==> src/rtl/blt_pkg.sv <==
package blt_pkg;
  typedef enum logic [1:0] {
    CNT_HOLD = 2'd0,
    CNT_UP   = 2'd1,
    CNT_DOWN = 2'd2,
    CNT_ZERO = 2'd3
  } cnt_act_e;

  localparam int unsigned MISS_WEIGHT = 2;
  localparam int unsigned HIT_WEIGHT  = 1;
endpackage

==> src/rtl/blt_edge_watchdog.sv <==
module blt_edge_watchdog #(
  parameter int unsigned LIMIT = 32000
) (
  input  logic clk,
  input  logic rst_n,
  input  logic edge_seen,
  output logic fault
);
  localparam int unsigned WD_W = (LIMIT < 2) ? 1 : $clog2(LIMIT + 1);
  localparam logic [WD_W-1:0] LAST = WD_W'(LIMIT - 1);

  logic [WD_W-1:0] wd_q, wd_d;
  logic            fault_d;
  logic            wd_en;

  always_comb begin
    wd_d    = wd_q;
    fault_d = fault;
    if (edge_seen) begin
      wd_d    = '0;
      fault_d = 1'b0;
    end else if (wd_q == LAST) begin
      fault_d = 1'b1;
    end else begin
      wd_d = wd_q + 1'b1;
    end
  end

  assign wd_en = edge_seen | (wd_q != LAST) | ~fault;

  always_ff @(posedge clk or negedge rst_n) begin
    if (!rst_n) begin
      wd_q  <= '0;
      fault <= 1'b1;
    end else if (wd_en) begin
      wd_q  <= wd_d;
      fault <= fault_d;
    end
  end

  // an edge event restores clock validity
  a_r9_edge_clears: assert property (@(posedge clk) disable iff (!rst_n)
    edge_seen |=> !fault);
  // a full silent window raises the fault
  a_r9_silence_sets: assert property (@(posedge clk) disable iff (!rst_n)
    (!edge_seen && wd_q == LAST) |=> fault);
endmodule

==> src/rtl/blt_leaky_counter.sv <==
module blt_leaky_counter
  import blt_pkg::*;
#(
  parameter int unsigned CNT_W = 16
) (
  input  logic             clk,
  input  logic             rst_n,
  input  cnt_act_e         act,
  output logic [CNT_W-1:0] cnt_d,
  output logic [CNT_W-1:0] cnt_q
);
  localparam logic [CNT_W-1:0] CMAX = '1;
  localparam logic [CNT_W-1:0] UP_W = CNT_W'(MISS_WEIGHT);
  localparam logic [CNT_W-1:0] DN_W = CNT_W'(HIT_WEIGHT);

  logic cnt_en;

  always_comb begin
    unique case (act)
      CNT_UP:   cnt_d = (cnt_q > CMAX - UP_W) ? CMAX : cnt_q + UP_W;
      CNT_DOWN: cnt_d = (cnt_q < DN_W) ? '0 : cnt_q - DN_W;
      CNT_ZERO: cnt_d = '0;
      default:  cnt_d = cnt_q;
    endcase
  end

  assign cnt_en = (act != CNT_HOLD);

  always_ff @(posedge clk or negedge rst_n) begin
    if (!rst_n) begin
      cnt_q <= '0;
    end else if (cnt_en) begin
      cnt_q <= cnt_d;
    end
  end

  // a differing pair adds two below the ceiling
  a_r2_miss_adds_two: assert property (@(posedge clk) disable iff (!rst_n)
    (act == CNT_UP && cnt_q <= CMAX - UP_W) |=> cnt_q == $past(cnt_q) + UP_W);
  // an equal pair takes one away above the floor
  a_r3_hit_subs_one: assert property (@(posedge clk) disable iff (!rst_n)
    (act == CNT_DOWN && cnt_q != '0) |=> cnt_q == $past(cnt_q) - DN_W);
  // the floor holds
  a_r4_floor: assert property (@(posedge clk) disable iff (!rst_n)
    (act == CNT_DOWN && cnt_q == '0) |=> cnt_q == '0);
  // the ceiling holds
  a_r5_ceiling: assert property (@(posedge clk) disable iff (!rst_n)
    (act == CNT_UP && cnt_q > CMAX - UP_W) |=> cnt_q == CMAX);
endmodule

==> src/rtl/blt_threshold_latch.sv <==
module blt_threshold_latch #(
  parameter int unsigned CNT_W = 16
) (
  input  logic             clk,
  input  logic             rst_n,
  input  logic             clear,
  input  logic [CNT_W-1:0] level,
  input  logic [CNT_W-1:0] limit,
  output logic             err
);
  logic err_d;

  always_comb begin
    err_d = err;
    if (clear) begin
      err_d = 1'b0;
    end else if (level > limit) begin
      err_d = 1'b1;
    end else if (level < limit) begin
      err_d = 1'b0;
    end
  end

  always_ff @(posedge clk or negedge rst_n) begin
    if (!rst_n) begin
      err <= 1'b0;
    end else begin
      err <= err_d;
    end
  end

  // equality leaves the level alone
  a_r6_equal_holds: assert property (@(posedge clk) disable iff (!rst_n)
    (!clear && level == limit) |=> err == $past(err));
  // clear drops the level
  a_r11_clear_drops: assert property (@(posedge clk) disable iff (!rst_n)
    clear |=> !err);
endmodule

==> src/rtl/bit_loopback_monitor.sv <==
module bit_loopback_monitor
  import blt_pkg::*;
#(
  parameter int unsigned WORD_W      = 32,
  parameter int unsigned CNT_W       = 16,
  parameter int unsigned WDOG_CYCLES = 32000
) (
  input  logic              clk,
  input  logic              rst_n,
  input  logic              chan_active,
  input  logic              clk_edge,
  input  logic              bit_clear,
  input  logic              pair_valid,
  input  logic [WORD_W-1:0] primary_word,
  input  logic [WORD_W-1:0] loopback_word,
  input  logic [CNT_W-1:0]  threshold,
  output logic              bit_error,
  output logic              clk_fault,
  output logic              word_mismatch
);
  logic             differ;
  logic             score_en;
  cnt_act_e         act;
  logic [CNT_W-1:0] cnt_d, cnt_q;
  logic             mm_d;

  assign differ   = (primary_word != loopback_word);
  assign score_en = pair_valid & chan_active & ~clk_fault;

  always_comb begin
    if (bit_clear)     act = CNT_ZERO;
    else if (score_en) act = differ ? CNT_UP : CNT_DOWN;
    else               act = CNT_HOLD;
  end

  assign mm_d = score_en & ~bit_clear & differ;

  blt_edge_watchdog #(.LIMIT(WDOG_CYCLES)) u_wdog (
    .clk       (clk),
    .rst_n     (rst_n),
    .edge_seen (clk_edge),
    .fault     (clk_fault)
  );

  blt_leaky_counter #(.CNT_W(CNT_W)) u_score (
    .clk   (clk),
    .rst_n (rst_n),
    .act   (act),
    .cnt_d (cnt_d),
    .cnt_q (cnt_q)
  );

  blt_threshold_latch #(.CNT_W(CNT_W)) u_decide (
    .clk   (clk),
    .rst_n (rst_n),
    .clear (bit_clear),
    .level (cnt_d),
    .limit (threshold),
    .err   (bit_error)
  );

  always_ff @(posedge clk or negedge rst_n) begin
    if (!rst_n) begin
      word_mismatch <= 1'b0;
    end else begin
      word_mismatch <= mm_d;
    end
  end

  // a new score above the limit raises the error on that edge
  a_r6_above_sets: assert property (@(posedge clk) disable iff (!rst_n)
    (!bit_clear && cnt_d > threshold) |=> bit_error);
  // a new score below the limit drops the error on that edge
  a_r6_below_clears: assert property (@(posedge clk) disable iff (!rst_n)
    (!bit_clear && cnt_d < threshold) |=> !bit_error);
  // an inactive channel leaves the score alone
  a_r7_inactive_ignored: assert property (@(posedge clk) disable iff (!rst_n)
    (!chan_active && !bit_clear) |=> $stable(cnt_q));
  // a clock fault freezes scoring
  a_r8_fault_freezes: assert property (@(posedge clk) disable iff (!rst_n)
    (clk_fault && !bit_clear) |=> $stable(cnt_q));
  // the tag only follows a differing pair
  a_r10_tag_source: assert property (@(posedge clk) disable iff (!rst_n)
    (!pair_valid || !differ) |=> !word_mismatch);
  // clear zeroes the score even against a pair
  a_r11_clear_zeroes: assert property (@(posedge clk) disable iff (!rst_n)
    bit_clear |=> (cnt_q == '0 && !word_mismatch));
endmodule

==> config.mk <==
export PLATFORM = sky130hd
export DESIGN_NAME = bit_loopback_monitor
export DESIGN_NICKNAME = d
export VERILOG_FILES = /design/src/rtl/blt_pkg.sv /design/src/rtl/blt_edge_watchdog.sv /design/src/rtl/blt_leaky_counter.sv /design/src/rtl/blt_threshold_latch.sv /design/src/rtl/bit_loopback_monitor.sv
export SDC_FILE = /design/constraint.sdc
export NUM_CORES = 1
export LEC_CHECK = 0
export BUFFER_PORTS_ARGS = -buffer_cell sky130_fd_sc_hd__buf_2
export CORE_ASPECT_RATIO = 1.2
export CORE_MARGIN = 2
export CORE_UTILIZATION = 45
export CTS_CLUSTER_DIAMETER = 200
export DETAILED_ROUTE_END_ITERATION = 12
export PLACE_DENSITY = 0.73
export SLEW_MARGIN = 5
export SYNTH_ARGS = -nofsm -noshare
export SYNTH_HDL_FRONTEND = slang
export SYNTH_SLANG_ARGS = --single-unit
==> constraint.sdc <==
create_clock -name clk -period 3.4 [get_ports clk]
set_input_delay 0 -clock clk [delete_from_list [all_inputs] [get_ports clk]]
set_output_delay 0 -clock clk [all_outputs]
set_load 0.01 [all_outputs]
==> metrics.yaml <==
status:
  status: "complete, but fails checks"
  violations: "negative setup slack"
grt:
  grt_pass1_vias: 3225
  antenna_found_initial: 0
  grt_use_total: 0.230
  grt_pass1_wl_mm: 14.2
  grt_max_degree: 35
  grt_overflow: 0
timing:
  fin_skew_ps: 4.15
  fmax_mhz: 290
  finalHoldViolCount: 0
  period_share: 1.01
  slew_headroom: 0.481
  layout_setup_ws_ps: -47.0
  setup_viol: 1
  tightest_slew_ps: 778
  rsz0062_at_grt: "yes"
  drv_slew: 0
  min_period_ps: 3450
detailed_routing:
  highest_layer: "met4"
  via_per_inst: 5.67
  wl_met2_mm: 4.32
  ant_nets: 0
  route.vias.total: 3207
  routed_wl_mm: 8.54
  first_pass_iters: 4
  drc: 0
  wire_per_inst_um: 15.1
  drt-initial-drc-count: 187
  met3_wirelength_um: 513
  wl_met1_mm: 3.39
synthesis:
  synth_top_family_by_area: "simple AND/OR/NAND/NOR gates"
  synth_xor_area_frac: 0.157
  synth-seq-area-share: 0.263
  syn-num-nets: 483
  synth_cell_types: 61
  synth_edf_count: 0
  async_flop_share: 1.00
  syn_area_um2: 3240
  synthMuxAreaShare: 0.00656
  synth_compound_area_frac: 0.173
  ys.warnings.count: 0
  synth-simple-area-share: 0.232
  ys_seq_elements: 34
  syn-instance-count: 375
  synth_flop_cell: "dfrtp_1"
  yosys.area_share.adder: 0.0849
  syn_avg_cell_area_um2: 8.64
floorplanning:
  start_util: 0.470
  core_um2: 6900
  row_count: 33
  die_x_um: 81.5
  fp.dieH_um: 97.0
  die_area_um2: 7900
  num_io_pins: 89
power:
  p_per_area_nw_per_um2: 236
  peakVddDrop_mv: 0.176
  power.total_mw: 0.944
  power_leakage_nw: 2.00
cts:
  insertion_delay_ps: 290
  clk_pin_slew_ps: 70
  cts_sinks: 34
  cts_max_level: 2
  clockRootBuffer: "clkbuf_8"
  clock_path_buffers: 2
  post-cts-setup-buffers: 0
  cts_made_buffers: 5
  cts_tree: "done"
place:
  io_buffers: 88
  dpl.hpwl_mm: 6.84
  dp_cells: 556
  place_congestion: 0.907
final_layout:
  nFillCells: 645
  final_common_cell: "buf_2"
  layout_common_cells: "88 x buf_2, 45 x xor2_1, 33 x dfrtp_1, 32 x nor2_1, 32 x nand2_1"
  fin_cells: 566
  multi_input_comb_area_um2: 2180
  finish.net_count: 586
  layout-drive-gt1-share: 0.311
  area_growth_pct: 23.2
  n_antenna_cell: 0
  regArea_um2: 852
critical_path:
  start_kind: "flip-flop"
  cp.required_ps: 3580
  crit_start: "u_score.cnt_q[12]$_DFFE_PN0P_"
  r2r_slack_ps: -50
  cp-end-kind: "flip-flop"
  worst_r2r_path_depth: 12
  r2r-start: "u_score.cnt_q[12]$_DFFE_PN0P_"
  rr_endpoint: "u_decide.err$_DFFE_PN0P_"
  crit_end: "u_decide.err$_DFFE_PN0P_"
  cp_max_fo: 5
  critPathKind: "reg2reg"
  crit_arrival_ps: 3620
min_path:
  hold_class: "in2reg"
job:
  drv_cap: 0
-- synthesized netlist by cell type, types with 2 or more instances --
cell type  instances  area [um2]
xnor2_1           13         114
nand4_1           14        87.6
nor3_1            11        55.1
a31o_2             2        17.5
a211o_1           11        96.3
xor2_1            45         394
clkbuf_8           6        82.6
a31oi_1            2        12.5
o221ai_1           3        26.3
nor2_2             2        12.5
nand2_1           32         120
nor2_1            32         120
nand2b_1           4        25.0
a221o_1           12         120
and4_1             2        17.5
a221oi_1           2        17.5
or3_1              2        12.5
clkbuf_1           8        30.0
o211ai_1           3        22.5
o21ai_0            7        35.0
a31o_1             4        35.0
a21oi_1            9        45.0
and3_1             4        25.0
nand3_1            9        45.0
a32oi_1            3        26.3
a221o_2            2        22.5
dfrtp_1           33         826
inv_1             24        90.1
ha_1              22         275
buf_6              4        45.0
nor3b_1            2        15.0
and3_2             3        22.5
nor2b_1            3        18.8
nor4_1            13        81.3
-- power breakdown --
| group | internal, mW | total (mW) | leakage (nW) | switching, mW |
|---|---|---|---|---|
| registers | 0.409 | 0.414 | 0.468 | 0.00492 |
| clock network | 0.163 | 0.325 | 0.0472 | 0.162 |
| logic | 0.0976 | 0.205 | 1.49 | 0.107 |
-- final cells by class --
cell class	count	area share
sequential	34	0.213
timing repair buffer	117	0.166
inverter	24	0.0226
multi-input combinational	296	0.547
clock inverter	2	0.00313
tap	87	0.0273
clock buffer	6	0.0207
-- state kept, by name (all words and copies together) (netlist names) --
name / count
u_score.cnt_q: 16
u_decide.err: 1
word_mismatch: 1
u_wdog.fault: 1
u_wdog.wd_q: 15
-- cell families after synthesis --
group / after synthesis
buf+inv: 45
compound gates: 70
mux: 2
fa+ha+maj: 22
xor+xnor: 58
flops: 34
simple gates: 144
-- critical path, stage by stage (launching register included) --
cell,delay (ps)
dfrtp_1,390
or4_4,550
or3_4,400
nor3_4,120
nor2_2,90
a31o_1,220
a221o_1,340
ha_4,260
a2111oi_4,300
a221oi_2,100
a211o_1,250
a221oi_2,220
a21oi_1,90
-- per-stage QoR --
step | TNS (ps) | util | worst slack [ps] | hold WS, ps | area [um2]
finish | -47.0 | 0.579 | -47.0 | 58.1 | 3990
global route | -206 | 0.579 | -206 | 74.2 | 3990
CTS | -44.6 | 0.577 | -44.6 | 60.5 | 3980
detailed placement | -68.2 | 0.559 | -68.2 | 122 | 3860
global placement | 0 | 0.559 | 2.60 | 117 | 3860
floorplan | -101 | - | -101 | -296 | 3280
-- per-layer routing --
layer | global-route usage | vias up
li1 | - | 1566
met1 | 0.263 | 1480
met2 | 0.395 | 135
met3 | 0.0429 | 26
met4 | 0.117 | 0
met5 | 0 | -
-- repair_timing --
action                     4_1_cts  5_1_grt
hold endpoints to repair        34        0
cloned                           0        0
setup endpoints to repair        1        1
gates resized for setup          1        3
pin swaps                        2        1
hold buffers                     2        0
-- worst min path at each step --
stage	cells past startpoint	slack, ps	end	start
after floorplan	0	-300	u_decide.err$_DFFE_PN0P_	rst_n
after global placement	1	120	u_wdog.wd_q[0]$_DFFE_PN0P_	rst_n
after detailed placement	1	120	u_wdog.wd_q[0]$_DFFE_PN0P_	rst_n
after CTS	2	60	u_wdog.fault$_DFFE_PN1P_	clk_edge
after global routing	2	70	u_wdog.wd_q[11]$_DFFE_PN0P_	clk_edge
final	2	60	u_wdog.fault$_DFFE_PN1P_	clk_edge
No activity file was read; power rests on OpenSTA's default activity.
